[src/rtl/rtb_pkg.sv]
`timescale 1ns/1ps
package rtb_pkg;
  localparam int CNT_W  = 8;
  localparam int ADDR_W = 2;

  localparam logic [ADDR_W-1:0] ADDR_COUNT  = 2'd0;
  localparam logic [ADDR_W-1:0] ADDR_RELOAD = 2'd1;
  localparam logic [ADDR_W-1:0] ADDR_CSR    = 2'd2;

  localparam int CSR_FLAG_BIT = 0;
  localparam int CSR_IE_BIT   = 1;

  // strobes from control to datapath
  typedef struct packed {
    logic step;     // advance the counter this cycle
    logic flagClr;  // status register read
  } rtbStrobe_t;
endpackage

[src/rtl/rtb_datapath.sv]
`timescale 1ns/1ps
module rtb_datapath
  import rtb_pkg::*;
#(
  parameter int CNT_W = rtb_pkg::CNT_W
) (
  input  logic             clk,
  input  logic             rstN,
  input  rtbStrobe_t       strobe,
  input  logic [CNT_W-1:0] reloadVal,
  output logic [CNT_W-1:0] countQ,
  output logic             ovfFlag,
  output logic             wrapPulse
);
  localparam logic [CNT_W-1:0] TERMINAL = {CNT_W{1'b1}};
  localparam logic [CNT_W-1:0] ONE      = {{(CNT_W-1){1'b0}}, 1'b1};

  logic atTerminal;

  assign atTerminal = (countQ == TERMINAL);
  assign wrapPulse  = strobe.step && atTerminal;

  // counter: reload at the terminal count, otherwise increment
  always_ff @(posedge clk) begin
    if (!rstN) begin
      countQ <= '0;
    end else if (wrapPulse) begin
      countQ <= reloadVal;
    end else if (strobe.step) begin
      countQ <= countQ + ONE;
    end
  end

  // sticky flag: an overflow wins over a clearing read
  always_ff @(posedge clk) begin
    if (!rstN) begin
      ovfFlag <= 1'b0;
    end else if (wrapPulse) begin
      ovfFlag <= 1'b1;
    end else if (strobe.flagClr) begin
      ovfFlag <= 1'b0;
    end
  end
endmodule

[src/rtl/rtb_control.sv]
`timescale 1ns/1ps
module rtb_control
  import rtb_pkg::*;
#(
  parameter int CNT_W  = rtb_pkg::CNT_W,
  parameter int ADDR_W = rtb_pkg::ADDR_W
) (
  input  logic              clk,
  input  logic              rstN,
  input  logic              tickEn,
  input  logic              wrEn,
  input  logic              rdEn,
  input  logic [ADDR_W-1:0] addr,
  input  logic [CNT_W-1:0]  wrData,
  input  logic [CNT_W-1:0]  countQ,
  input  logic              ovfFlag,
  output rtbStrobe_t        strobe,
  output logic [CNT_W-1:0]  reloadQ,
  output logic              irqEnable,
  output logic [CNT_W-1:0]  rdData,
  output logic              irq
);
  logic selCount;
  logic selReload;
  logic selCsr;
  logic [CNT_W-1:0] csrView;

  assign selCount  = (addr == ADDR_COUNT);
  assign selReload = (addr == ADDR_RELOAD);
  assign selCsr    = (addr == ADDR_CSR);

  assign strobe.step    = tickEn;
  assign strobe.flagClr = rdEn && selCsr;

  // reload register: new value used by the datapath at the next wrap
  always_ff @(posedge clk) begin
    if (!rstN) begin
      reloadQ <= '0;
    end else if (wrEn && selReload) begin
      reloadQ <= wrData;
    end
  end

  // interrupt enable; the flag bit of a write is dropped
  always_ff @(posedge clk) begin
    if (!rstN) begin
      irqEnable <= 1'b0;
    end else if (wrEn && selCsr) begin
      irqEnable <= wrData[CSR_IE_BIT];
    end
  end

  always_comb begin
    csrView               = '0;
    csrView[CSR_FLAG_BIT] = ovfFlag;
    csrView[CSR_IE_BIT]   = irqEnable;
  end

  always_comb begin
    rdData = '0;
    if (selCount)  rdData = countQ;
    if (selReload) rdData = reloadQ;
    if (selCsr)    rdData = csrView;
  end

  assign irq = ovfFlag && irqEnable;
endmodule

[src/rtl/reload_timebase.sv]
`timescale 1ns/1ps
module reload_timebase
  import rtb_pkg::*;
#(
  parameter int CNT_W  = rtb_pkg::CNT_W,
  parameter int ADDR_W = rtb_pkg::ADDR_W
) (
  input  logic              clk,
  input  logic              rstN,
  input  logic              tickEn,
  input  logic              wrEn,
  input  logic              rdEn,
  input  logic [ADDR_W-1:0] addr,
  input  logic [CNT_W-1:0]  wrData,
  output logic [CNT_W-1:0]  rdData,
  output logic              irq
);
  rtbStrobe_t       strobe;
  logic [CNT_W-1:0] countQ;
  logic [CNT_W-1:0] reloadQ;
  logic             ovfFlag;
  logic             irqEnable;
  logic             wrapPulse;

  rtb_control #(.CNT_W(CNT_W), .ADDR_W(ADDR_W)) u_ctl (
    .clk(clk), .rstN(rstN), .tickEn(tickEn), .wrEn(wrEn), .rdEn(rdEn),
    .addr(addr), .wrData(wrData), .countQ(countQ), .ovfFlag(ovfFlag),
    .strobe(strobe), .reloadQ(reloadQ), .irqEnable(irqEnable),
    .rdData(rdData), .irq(irq)
  );

  rtb_datapath #(.CNT_W(CNT_W)) u_dp (
    .clk(clk), .rstN(rstN), .strobe(strobe), .reloadVal(reloadQ),
    .countQ(countQ), .ovfFlag(ovfFlag), .wrapPulse(wrapPulse)
  );
endmodule

[config.mk]
export PLATFORM = sky130hd
export DESIGN_NAME = reload_timebase
export DESIGN_NICKNAME = d
export VERILOG_FILES = /design/src/rtl/rtb_pkg.sv /design/src/rtl/rtb_datapath.sv /design/src/rtl/rtb_control.sv /design/src/rtl/reload_timebase.sv
export SDC_FILE = /design/constraint.sdc
export NUM_CORES = 1
export LEC_CHECK = 0
export BUFFER_PORTS_ARGS = -buffer_cell sky130_fd_sc_hd__buf_4
export CAP_MARGIN = 10
export CORE_MARGIN = 2
export CORE_UTILIZATION = 51
export CTS_CLUSTER_DIAMETER = 150
export CTS_CLUSTER_SIZE = 16
export DETAILED_ROUTE_END_ITERATION = 7
export PLACE_DENSITY = 0.85
export SLEW_MARGIN = 20
export SYNTH_ARGS = -nofsm -noshare
export SYNTH_HDL_FRONTEND = slang
export SYNTH_SLANG_ARGS = --single-unit
[constraint.sdc]
create_clock -name clk -period 1.6 [get_ports clk]
set_input_delay 0.24 -clock clk [delete_from_list [all_inputs] [get_ports clk]]
set_output_delay 0.24 -clock clk [all_outputs]
set_load 0.05 [all_outputs]
; ---- Yosys cells after proc, flatten, opt, wreduce, memory -nomap -nowiden
; Index checks and enable logic that the tools add are counted.
[op_classes]
n_addsub = 1
eq_ne = 3
muxes = 7
n_reduce_logical = 8
[op_table]
columns = operator, count
row1 = 8-bit 2-to-1 mux, 5
row2 = 8-bit by 1-bit adder with 8-bit output (second input constant), 1
row3 = 8-bit equality test (second input constant), 1
row4 = 1-bit logical AND, 5
row5 = 2-bit nonzero test, 2
row6 = 2-bit by 1-bit equality test with 1-bit output (second input constant), 1
row7 = 2-bit equality test (second input constant), 1
row8 = 2-bit logical NOT, 1
row9 = 1-bit 2-to-1 mux, 2
[word_totals]
register_bits = 18
inputBits = 15
output_inout_bits = 9
wordCells = 23

; ---- Longest topological paths before layout
; Gate-level depths: netlist of the first run.
[depth]
ltp_word = 4
depth_mapped = 5
ltp_nobuf = 5

; ---- Hierarchy
; A second synthesis of the first run with hierarchy kept.
[hier_totals]
cells_unflattened = 121
area_unflattened_um2 = 1044.8
[modules_own_cells]
columns = mod, n_inst, cells_per_inst, area_per_inst_um2, seq_area_each_um2
row1 = rtb_control, 1, 62, 538.0, 180.2
row2 = rtb_datapath, 1, 59, 506.7, 180.2

; ---- Least setup slack after synthesis of the first run
; OpenSTA, ideal clock, no wires.
[synth_path]
path_type = input to output
from = in addr[1]
to = out rdData[0]
arrival_ps = 1730
required_ps = 1360
setup_slack_ps = -370
path_stages = 3
n_path_buf = 1
cell_sequence = clkbuf_1 > mux2i_1 > o21ai_0
[synth_via]
elab_chain_len = 4
elab_cells_between_ends = 6
cone_classes = eq/ne: 2 / mux: 3 / reduce/logical: 1
[synth_lines]
columns = item, line
row1 = start: declaration, reload_timebase.sv:13  ; input logic [ADDR_W-1:0] addr,
row2 = 2-bit logical NOT, rtb_control.sv:28  ; assign selCount = (addr == ADDR_COUNT);
row3 = 8-bit 2-to-1 mux, rtb_control.sv:61  ; if (selCount) rdData = countQ;
row4 = 8-bit 2-to-1 mux, rtb_control.sv:62  ; if (selReload) rdData = reloadQ;
row5 = 8-bit 2-to-1 mux (*), rtb_control.sv:63  ; if (selCsr) rdData = csrView;
row6 = end: declaration, reload_timebase.sv:15  ; output logic [CNT_W-1:0] rdData,
; Mark *: on every way between the ends. The rest lies on a longest branch, timed or not.

; ---- Worst setup path after layout of the first run
[layout_path]
from = reg u_dp.countQ[1]
to = reg u_dp.countQ[0]
[layout_via]
elab_chain_len = 3
elab_cells_between_ends = 4
cone_classes = eq/ne: 1 / mux: 1 / reduce/logical: 2
[layout_lines]
columns = item, line
row1 = start: declaration, rtb_datapath.sv:11  ; output logic [CNT_W-1:0] countQ,
row2 = start signal: assignment, rtb_datapath.sv:28  ; countQ <= reloadVal;
row3 = start signal: assignment, rtb_datapath.sv:30  ; countQ <= countQ + ONE;
row4 = 8-bit equality test (*), rtb_datapath.sv:20  ; assign atTerminal = (countQ == TERMINAL);
row5 = 1-bit logical AND (*), rtb_datapath.sv:21  ; assign wrapPulse = strobe.step && atTerminal;
row6 = 8-bit 2-to-1 mux or 2-bit nonzero test (tied branches), -
; Marks and branches as above.
; A chain may end at the register's enable or synchronous reset.

==> impl_metrics.json, run 1 <==
{
  "power_leakage_uw": 0.000512,
  "htree_levels": 1,
  "synth.net_count": 138,
  "layout_min_cycle_time_ns": 1.49,
  "crit_fanout": 5,
  "syn_inst": 122,
  "ys_async_sr_fraction": 0,
  "synth_edf_count": 0,
  "yosys_warnings": 0,
  "synth_flop_cell": "dfxtp_1",
  "max_slew_margin": 0.739,
  "ys_types": 29,
  "ios": 24,
  "yosysMostFrequentCell": "nand2_1",
  "clk_latency_ns": 0.29,
  "fin_tns_setup_ns": 0,
  "drc_errors": 0,
  "grt_max_degree": 17,
  "slowest_stage": "or3b_2",
  "grt.total_usage": 0.232,
  "dieHeight_um": 48.0,
  "status": "finished clean",
  "fp-row-count": 15,
  "hold_class": "in -> reg",
  "rsz0062_at_grt": "false",
  "initial_core_util": 0.560,
  "vias": 972,
  "fin_cells": 171,
  "viasPerCell": 5.68,
  "cts_tree": "yes",
  "finalNetCount": 164,
  "syn_area_per_cell_um2": 8.09,
  "dpl.cell_count": 167,
  "synth_largest_area_cell": "dfxtp_1",
  "portBuffers": 23,
  "start_kind": "flip-flop",
  "required_ns": 1.82,
  "cts.clk_slew.worst_paths_ns": 0.10,
  "grt_pass1_wl_um": 3640,
  "cpPeakStageDelay_ns": 0.45,
  "critPathKind": "reg -> reg",
  "fin_worst_skew_ns": 0.00668,
  "path_cells": "ha_1, nand2_2, nor3_4, or3b_2, a31oi_1",
  "overflow": 0,
  "cts_root_buffer": "clkbuf_4",
  "worst-path-buf-inv": 0,
  "fmax_mhz": 671,
  "synthToLayoutAreaGrowth_pct": 23.4,
  "numCtsBuffers": 3,
  "core_um2": 1760,
  "clock_path_buffers": 2,
  "grt_antenna_before_repair": 0,
  "hpwlAfterDp_um": 1790,
  "wirelength_um": 2460,
  "drive_above_1_share": 0.247,
  "design.die.area_um2": 2300,
  "ant_nets": 0,
  "worst_slew_pin_slew_ns": 0.389,
  "synth_top_area_frac": 0.365,
  "post_cts_buffers": 0,
  "ys_seq_area_frac": 0.365,
  "wl_per_cell_um": 14.4,
  "first_iter_violations": 31,
  "antenna_cells": 0,
  "die_w_um": 48.0,
  "fillers": 150,
  "synth_area_leaders": "dfxtp_1 37%, mux2i_1 10%, nand2_1 8.4%",
  "cap_violations": 0,
  "mappedNetlistArea_um2": 987,
  "fin_crit_sh": 0.931,
  "drt-pass1-iter-count": 4,
  "peakVddDrop_uv": 418,
  "grt_pass1_vias": 852,
  "cp.arrival_ns": 1.71,
  "gp_congestion": 0.843,
  "crit_path_end_kind": "flip-flop",
  "cellPowerDensity_nw_per_um2": 677,
  "clock_sinks": 18,
  "synthTopCellsByCount": "22 x nand2_1, 18 x dfxtp_1, 14 x nand3_1",
  "setup_viol": 0,
  "ys_ff_latch": 18,
  "hold_viol_final": 0,
  "drv_slew": 0,
  "critPathTopFamily": "simple AND/OR/NAND/NOR gates"
}
[final cells by class]
| cell class | count | area, µm² | area share |
|---|---|---|---|
| Clock buffer | 3 | 22.5 | 0.0185 |
| Inverter | 2 | 7.51 | 0.00616 |
| Multi-Input combinational cell | 97 | 602 | 0.494 |
| Sequential cell | 18 | 360 | 0.296 |
| Tap cell | 25 | 31.3 | 0.0257 |
| Timing Repair Buffer | 26 | 195 | 0.160 |
[path summary, 6_finish.rpt]
kind	start	endpoint	slack (ns)	depth (start not counted)
setup reg to reg	u_dp.countQ[1]	u_dp.countQ[0]	0.11	5
hold / removal	wrData[0]	u_ctl.reloadQ[0]	0.20	3
setup / recovery	u_dp.countQ[1]	u_dp.countQ[0]	0.11	5
hold reg to reg	u_ctl.reloadQ[6]	u_ctl.reloadQ[6]	0.49	2
[cells by family (layout without fill, tap and decap cells)]
| family | after synthesis | in the layout | synth area share |
|---|---|---|---|
| AO/OA/AOI/OAI | 27 | 27 | 0.183 |
| flip-flops | 18 | 18 | 0.365 |
| buffers and inverters | 8 | 31 | 0.0380 |
| AND/OR/NAND/NOR | 57 | 58 | 0.292 |
| multiplexers | 10 | 10 | 0.101 |
| XOR/XNOR | 1 | 1 | 0.00887 |
| adder cells (fa/ha/maj) | 1 | 1 | 0.0127 |
[worst reg2reg max path, stage by stage (launching register included)]
cell	delay (ns)
dfxtp_1	0.35
ha_1	0.22
nand2_2	0.14
nor3_4	0.07
or3b_2	0.45
a31oi_1	0.19
[cell usage in the layout (no fill, tap or decap), drive strengths merged, types with 2 or more instances in the layout]
cell | Yosys | final
o21a | 2 | 2
nor2b | 3 | 3
nand3 | 14 | 14
buf | 4 | 26
nor3 | 3 | 4
clkbuf | 2 | 3
nor2 | 9 | 9
a31oi | 3 | 3
o21ai | 5 | 5
nand2 | 22 | 22
a21oi | 5 | 5
and2 | 2 | 2
inv | 2 | 2
mux2i | 10 | 10
dfxtp | 18 | 18
a21boi | 8 | 8
[registers in the layout (all words and copies together) (netlist names)]
name / flops
u_ctl.irqEnable: 1
u_ctl.reloadQ: 8
u_dp.countQ: 8
u_dp.ovfFlag: 1
[report_power, final]
group / switching, µW / internal [µW] / total [µW] / leakage, µW
combinational: 71.4 / 56.6 / 128 / 0.000352
sequential: 11.1 / 460 / 471 / 0.000146
clock: 138 / 87.5 / 226 / 0.0000138
total: 221 / 604 / 825 / 0.000512
[metrics by stage]
| stage | hold slack (ns) | utilization | worst slack [ns] | power [µW] | cell area, µm² |
|---|---|---|---|---|---|
| after floorplan | 0.378 | - | 0.00368 | 556 | 987 |
| after global placement | 0.466 | 0.671 | 0.110 | 603 | 1180 |
| after detailed placement | 0.474 | 0.671 | 0.0351 | 607 | 1180 |
| after CTS | 0.194 | 0.684 | 0.0227 | 827 | 1210 |
| after global routing | 0.216 | 0.691 | 0.0421 | 856 | 1220 |
| final | 0.198 | 0.691 | 0.110 | 825 | 1220 |
[repair_timing]
item,4_1_cts,5_1_grt
endpoints found under the setup margin,0,3
hold endpoints to repair,0,0
hold buffers,0,0
gates resized for setup,0,1
[per-layer routing]
metal | routed length (µm) | vias up | track usage | part of all wire
met2 | 1200 | 51 | 0.379 | 0.49
met3 | 153 | 6 | 0.0491 | 0.062
met4 | 38 | 0 | 0.114 | 0.015
met5 | 0 | - | 0 | 0
met1 | 1070 | 436 | 0.288 | 0.44
li1 | - | 479 | - | -
(Power assumes the default switching activity.)
==> inputs of run 2 (changes only) <==
--- a/config.mk
+++ b/config.mk
@@ -5,6 +5,7 @@
 export SDC_FILE = /design/constraint.sdc
 export NUM_CORES = 1
 export LEC_CHECK = 0
+export ABC_AREA = 1
 export BUFFER_PORTS_ARGS = -buffer_cell sky130_fd_sc_hd__buf_4
 export CAP_MARGIN = 10
 export CORE_MARGIN = 2
==> impl_metrics.json, run 2 <==
{
  "fin_worst_skew_ns": 0.00109,
  "highest_layer": "met4",
  "syn_inst": 144,
  "grt_max_degree": 17,
  "yosys_warnings": 0,
  "synth_top_area_frac": 0.367,
  "cts_tree": "yes",
  "ant_nets": 0,
  "cap_violations": 0,
  "setup_viol": 0,
  "cts.clk_slew.worst_paths_ns": 0.11,
  "portBuffers": 23,
  "clock_sinks": 18,
  "cts_root_buffer": "clkbuf_4",
  "required_ns": 1.36,
  "grt_pass1_vias": 848,
  "ys_seq_area_frac": 0.367,
  "synth_fa_ha_area_frac": 0.0127,
  "wirelength_um": 2350,
  "ios": 24,
  "layout_common_cells": "26 x nand2_1, 23 x a21oi_1, 23 x buf_4",
  "grt_antenna_before_repair": 0,
  "synth_top_family_by_area": "simple AND/OR/NAND/NOR gates",
  "synth.mux.area_fraction": 0,
  "worst_slew_pin_slew_ns": 0.394,
  "crit_fanout": 4,
  "p_total_uw": 894,
  "gp_congestion": 0.956,
  "vias": 1032,
  "viasPerCell": 5.35,
  "p_comb_frac": 0.147,
  "ctsHoldBuffers": 0,
  "die_w_um": 47.9,
  "cp.arrival_ns": 1.26,
  "post_cts_buffers": 0,
  "max_slew_margin": 0.737,
  "cellPowerDensity_nw_per_um2": 742,
  "syn_area_per_cell_um2": 6.82,
  "fin_tns_setup_ns": 0,
  "rsz0062_at_grt": "false",
  "synthToLayoutAreaGrowth_pct": 22.5,
  "fp-row-count": 15,
  "htree_levels": 1,
  "ys_types": 22,
  "power_leakage_uw": 0.000484,
  "synth_flop_cell": "dfxtp_1",
  "p_int_uw": 654,
  "fmax_mhz": 668,
  "numCtsBuffers": 3,
  "wirelength_met1_um": 1060,
  "grt_pass1_wl_um": 3690,
  "first_iter_violations": 27,
  "yosysMostFrequentCell": "nand2_1",
  "drt-pass1-iter-count": 4,
  "synthSimpleGateAreaFrac": 0.255,
  "crit_path_end_kind": "primary output",
  "hold_viol_final": 0,
  "antenna_cells": 0,
  "status": "finished clean",
  "route.met2.wl_um": 1100,
  "synth_area_leaders": "dfxtp_1 37%, a21oi_1 12%, nand2_1 9.9%",
  "design.die.area_um2": 2290,
  "synth_xor_area_frac": 0.00892,
  "largestRegisters": "u_ctl.reloadQ x8, u_dp.countQ x8",
  "ys_ff_latch": 18,
  "ys_async_sr_fraction": 0,
  "clock_power_share": 0.321,
  "mappedNetlistArea_um2": 982,
  "seqPwrFrac": 0.532,
  "peakVddDrop_uv": 793,
  "wl_per_cell_um": 12.2,
  "dieHeight_um": 47.9,
  "start_kind": "flip-flop",
  "hold_class": "in -> reg",
  "p_switching_uw": 240,
  "drc_errors": 0,
  "drv_slew": 0,
  "clk_latency_ns": 0.30,
  "layout_min_cycle_time_ns": 1.50,
  "clock_path_buffers": 2,
  "drive_above_1_share": 0.202,
  "fillers": 172,
  "swShare": 0.268,
  "critPathKind": "reg -> out",
  "synthTopCellsByCount": "26 x nand2_1, 23 x a21oi_1, 22 x inv_1",
  "hpwlAfterDp_um": 1770,
  "synth_compound_area_frac": 0.246,
  "synth.net_count": 160,
  "core_um2": 1760,
  "synth_edf_count": 0,
  "fin_crit_sh": 0.935,
  "cts_resized": 0,
  "overflow": 0,
  "finalNetCount": 185,
  "final_common_cell": "nand2_1",
  "initial_core_util": 0.557,
  "met3RoutedLength_um": 132,
  "grt.total_usage": 0.228,
  "synth_largest_area_cell": "dfxtp_1"
}
-- run 2: changes by cell type after synthesis, moves of 4 or more --
cell / before / now
mux2i_1: 10 / 0
nand2_1: 22 / 26
inv_1: 2 / 22
a21boi_0: 8 / 0
o22ai_1: 1 / 5
a21oi_1: 4 / 23
o21ai_0: 5 / 13
-- run 2: per-stage QoR --
step | instances | utilization | hold slack, ns | cell area [µm²] | setup slack [ns]
floorplan | 144 | - | 0.378 | 982 | 0.00101
global route | 193 | 0.682 | 0.219 | 1200 | 0.0375
finish | 193 | 0.682 | 0.218 | 1200 | 0.104
global placement | 189 | 0.662 | 0.460 | 1170 | 0.290
CTS | 193 | 0.682 | 0.218 | 1200 | 0.108
detailed placement | 189 | 0.662 | 0.471 | 1170 | 0.242
-- run 2: path summary, 6_finish.rpt --
kind	from	slack, ns	to	depth (start not counted)
worst max-delay path	u_dp.countQ[0]	0.10	rdData[0]	3
worst min-delay path	wrData[0]	0.22	u_ctl.reloadQ[0]	3
worst max register to register	u_dp.countQ[1]	0.25	u_dp.countQ[7]	6
worst min register to register	u_ctl.reloadQ[0]	0.49	u_ctl.reloadQ[0]	2
-- run 2: routing by layer --
layer | track usage | vias up
li1 | - | 527
met4 | 0.108 | 0
met1 | 0.314 | 451
met3 | 0.0264 | 9
met2 | 0.352 | 45
met5 | 0 | -
-- run 2: cell families (layout without fill, tap and decap cells) --
group           count (synthesis)  in the layout
simple gates                   52             52
compound gates                 45             45
flops                          18             18
fa+ha+maj                       1              1
xor+xnor                        1              1
buf+inv                        27             51
-- run 2: power groups by stage --
stage	clock network, µW	logic (µW)	registers (µW)
2_1_floorplan	0	81.5	483
3_3_place_gp	0	127	485
3_5_place_dp	0	130	485
4_1_cts	286	131	475
5_1_grt	302	144	478
6_report	287	131	476
-- run 2: area by class of cell --
class,instances,area (µm²),share of cell area
Clock buffer,4,36.3,0.0301
Inverter,24,90.1,0.0748
Multi-Input combinational cell,99,513,0.426
Sequential cell,18,360,0.299
Tap cell,25,31.3,0.0260
Timing Repair Buffer,23,173,0.143
-- run 2: worst max-delay path, stage by stage (launching register included) --
cell,delay [ns]
dfxtp_1,0.39
inv_1,0.10
o221ai_1,0.23
buf_4,0.24
==> inputs of run 3 (changes only) <==
--- a/config.mk
+++ b/config.mk
@@ -10,6 +10,7 @@
 export CAP_MARGIN = 10
 export CORE_MARGIN = 2
 export CORE_UTILIZATION = 51
+export CTS_BUF_LIST = sky130_fd_sc_hd__clkbuf_16
 export CTS_CLUSTER_DIAMETER = 150
 export CTS_CLUSTER_SIZE = 16
 export DETAILED_ROUTE_END_ITERATION = 7
==> impl_metrics.json, run 3 (same netlist as run 2, synthesis figures left out) <==
{
  "cp.arrival_ns": 1.19,
  "max_slew_margin": 0.740,
  "holdPathStages": 3,
  "core_um2": 1760,
  "fin_worst_skew_ns": 0.00124,
  "grt.total_usage": 0.238,
  "start_kind": "flip-flop",
  "required_ns": 1.36,
  "seqPwrFrac": 0.427,
  "pre_cts_ws_ns": 0.242,
  "r2r_cells": 7,
  "numCtsBuffers": 3,
  "final_common_cell": "nand2_1",
  "fmax_mhz": 698,
  "swShare": 0.240,
  "r2r_slack_ns": 0.25,
  "crit_path_end_kind": "primary output",
  "portBuffers": 23,
  "endpoint": "rdData[4]",
  "ant_nets": 0,
  "clock_sinks": 18,
  "crit_fanout": 5,
  "min_from": "wrData[0]",
  "design.die.area_um2": 2290,
  "power_leakage_uw": 0.000501,
  "hold_class": "in -> reg",
  "cts_root_buffer": "clkbuf_16",
  "ctsHoldBuffers": 0,
  "fin_crit_sh": 0.896,
  "initial_core_util": 0.557,
  "first_iter_violations": 39,
  "p_switching_uw": 268,
  "grt_pass1_wl_um": 3800,
  "antenna_cells": 0,
  "drt-pass1-iter-count": 4,
  "grt_antenna_before_repair": 0,
  "wirelength_um": 2440,
  "p_int_uw": 849,
  "gp_congestion": 0.956,
  "hpwlAfterDp_um": 1770,
  "p_comb_frac": 0.118,
  "wl_per_cell_um": 12.6,
  "finalNetCount": 185,
  "drive_above_1_share": 0.196,
  "cts.clk_slew.worst_paths_ns": 0.05,
  "cts_tree": "yes",
  "dieHeight_um": 47.9,
  "ios": 24,
  "synthToLayoutAreaGrowth_pct": 26.9,
  "viasPerCell": 5.46,
  "overflow": 0,
  "critPathKind": "reg -> out",
  "grt_pass1_vias": 894,
  "fin_ws_ns": 0.167,
  "setup.worst_path.start": "u_dp.countQ[4]",
  "r2r_start": "u_dp.countQ[1]",
  "fp-row-count": 15,
  "grt_max_degree": 17,
  "post_cts_buffers": 0,
  "die_w_um": 47.9,
  "layout_min_cycle_time_ns": 1.43,
  "rsz0062_at_grt": "false",
  "status": "finished clean",
  "hold_slack_ns": 0.270,
  "fin_tns_setup_ns": 0,
  "largestRegisters": "u_ctl.reloadQ x8, u_dp.countQ x8",
  "drc_errors": 0,
  "clock_power_share": 0.456,
  "cap_violations": 0,
  "clock_path_buffers": 2,
  "setup_viol": 0,
  "worst_slew_pin_slew_ns": 0.389,
  "drv_slew": 0,
  "hold_viol_final": 0,
  "htree_levels": 1,
  "rr_endpoint": "u_dp.countQ[3]",
  "layout_common_cells": "26 x nand2_1, 23 x a21oi_1, 23 x buf_4",
  "peakVddDrop_uv": 611,
  "cts_resized": 0,
  "cellPowerDensity_nw_per_um2": 896,
  "clk_latency_ns": 0.25,
  "vias": 1053
}
[run 3: layout make-up]
| cell class | instances | area [µm²] |
|---|---|---|
| Clock buffer | 3 | 75.1 |
| Clock inverter | 1 | 3.75 |
| Fill cell | 166 | 518 |
| Inverter | 24 | 90.1 |
| Multi-Input combinational cell | 99 | 513 |
| Sequential cell | 18 | 360 |
| Tap cell | 25 | 31.3 |
| Timing Repair Buffer | 23 | 173 |
[run 3: layer usage]
layer | global-route usage | vias up | part of all wire
li1 | - | 525 | -
met1 | 0.308 | 470 | 0.44
met2 | 0.363 | 44 | 0.47
met3 | 0.0528 | 14 | 0.054
met4 | 0.135 | 0 | 0.038
met5 | 0 | - | 0
[run 3: worst min-delay path by stage]
stage	to	slack, ns
final	u_ctl.reloadQ[0]	0.27
after global placement	u_ctl.irqEnable	0.46
after CTS	u_ctl.reloadQ[0]	0.27
after global routing	u_ctl.reloadQ[0]	0.28
after floorplan	u_ctl.irqEnable	0.38
after detailed placement	u_ctl.reloadQ[1]	0.47
[run 3: critical path, cell delays in order, from the launching register on]
cell,delay [ns]
dfxtp_1,0.43
inv_1,0.11
o22ai_1,0.18
buf_4,0.22
[run 3: through the flow]
stage	area [µm²]	util	total power [µW]	instances
global placement	1170	0.662	611	189
global route	1250	0.706	1150	193
floorplan	982	-	564	144
detailed placement	1170	0.662	615	189
finish	1250	0.706	1120	193
CTS	1250	0.706	1120	193
[run 3: power groups by stage]
stage	logic (µW)	registers, µW	clock network, µW
floorplan	81.5	483	0
global placement	127	485	0
detailed placement	130	485	0
CTS	131	476	510
global route	144	478	524
finish	131	476	508
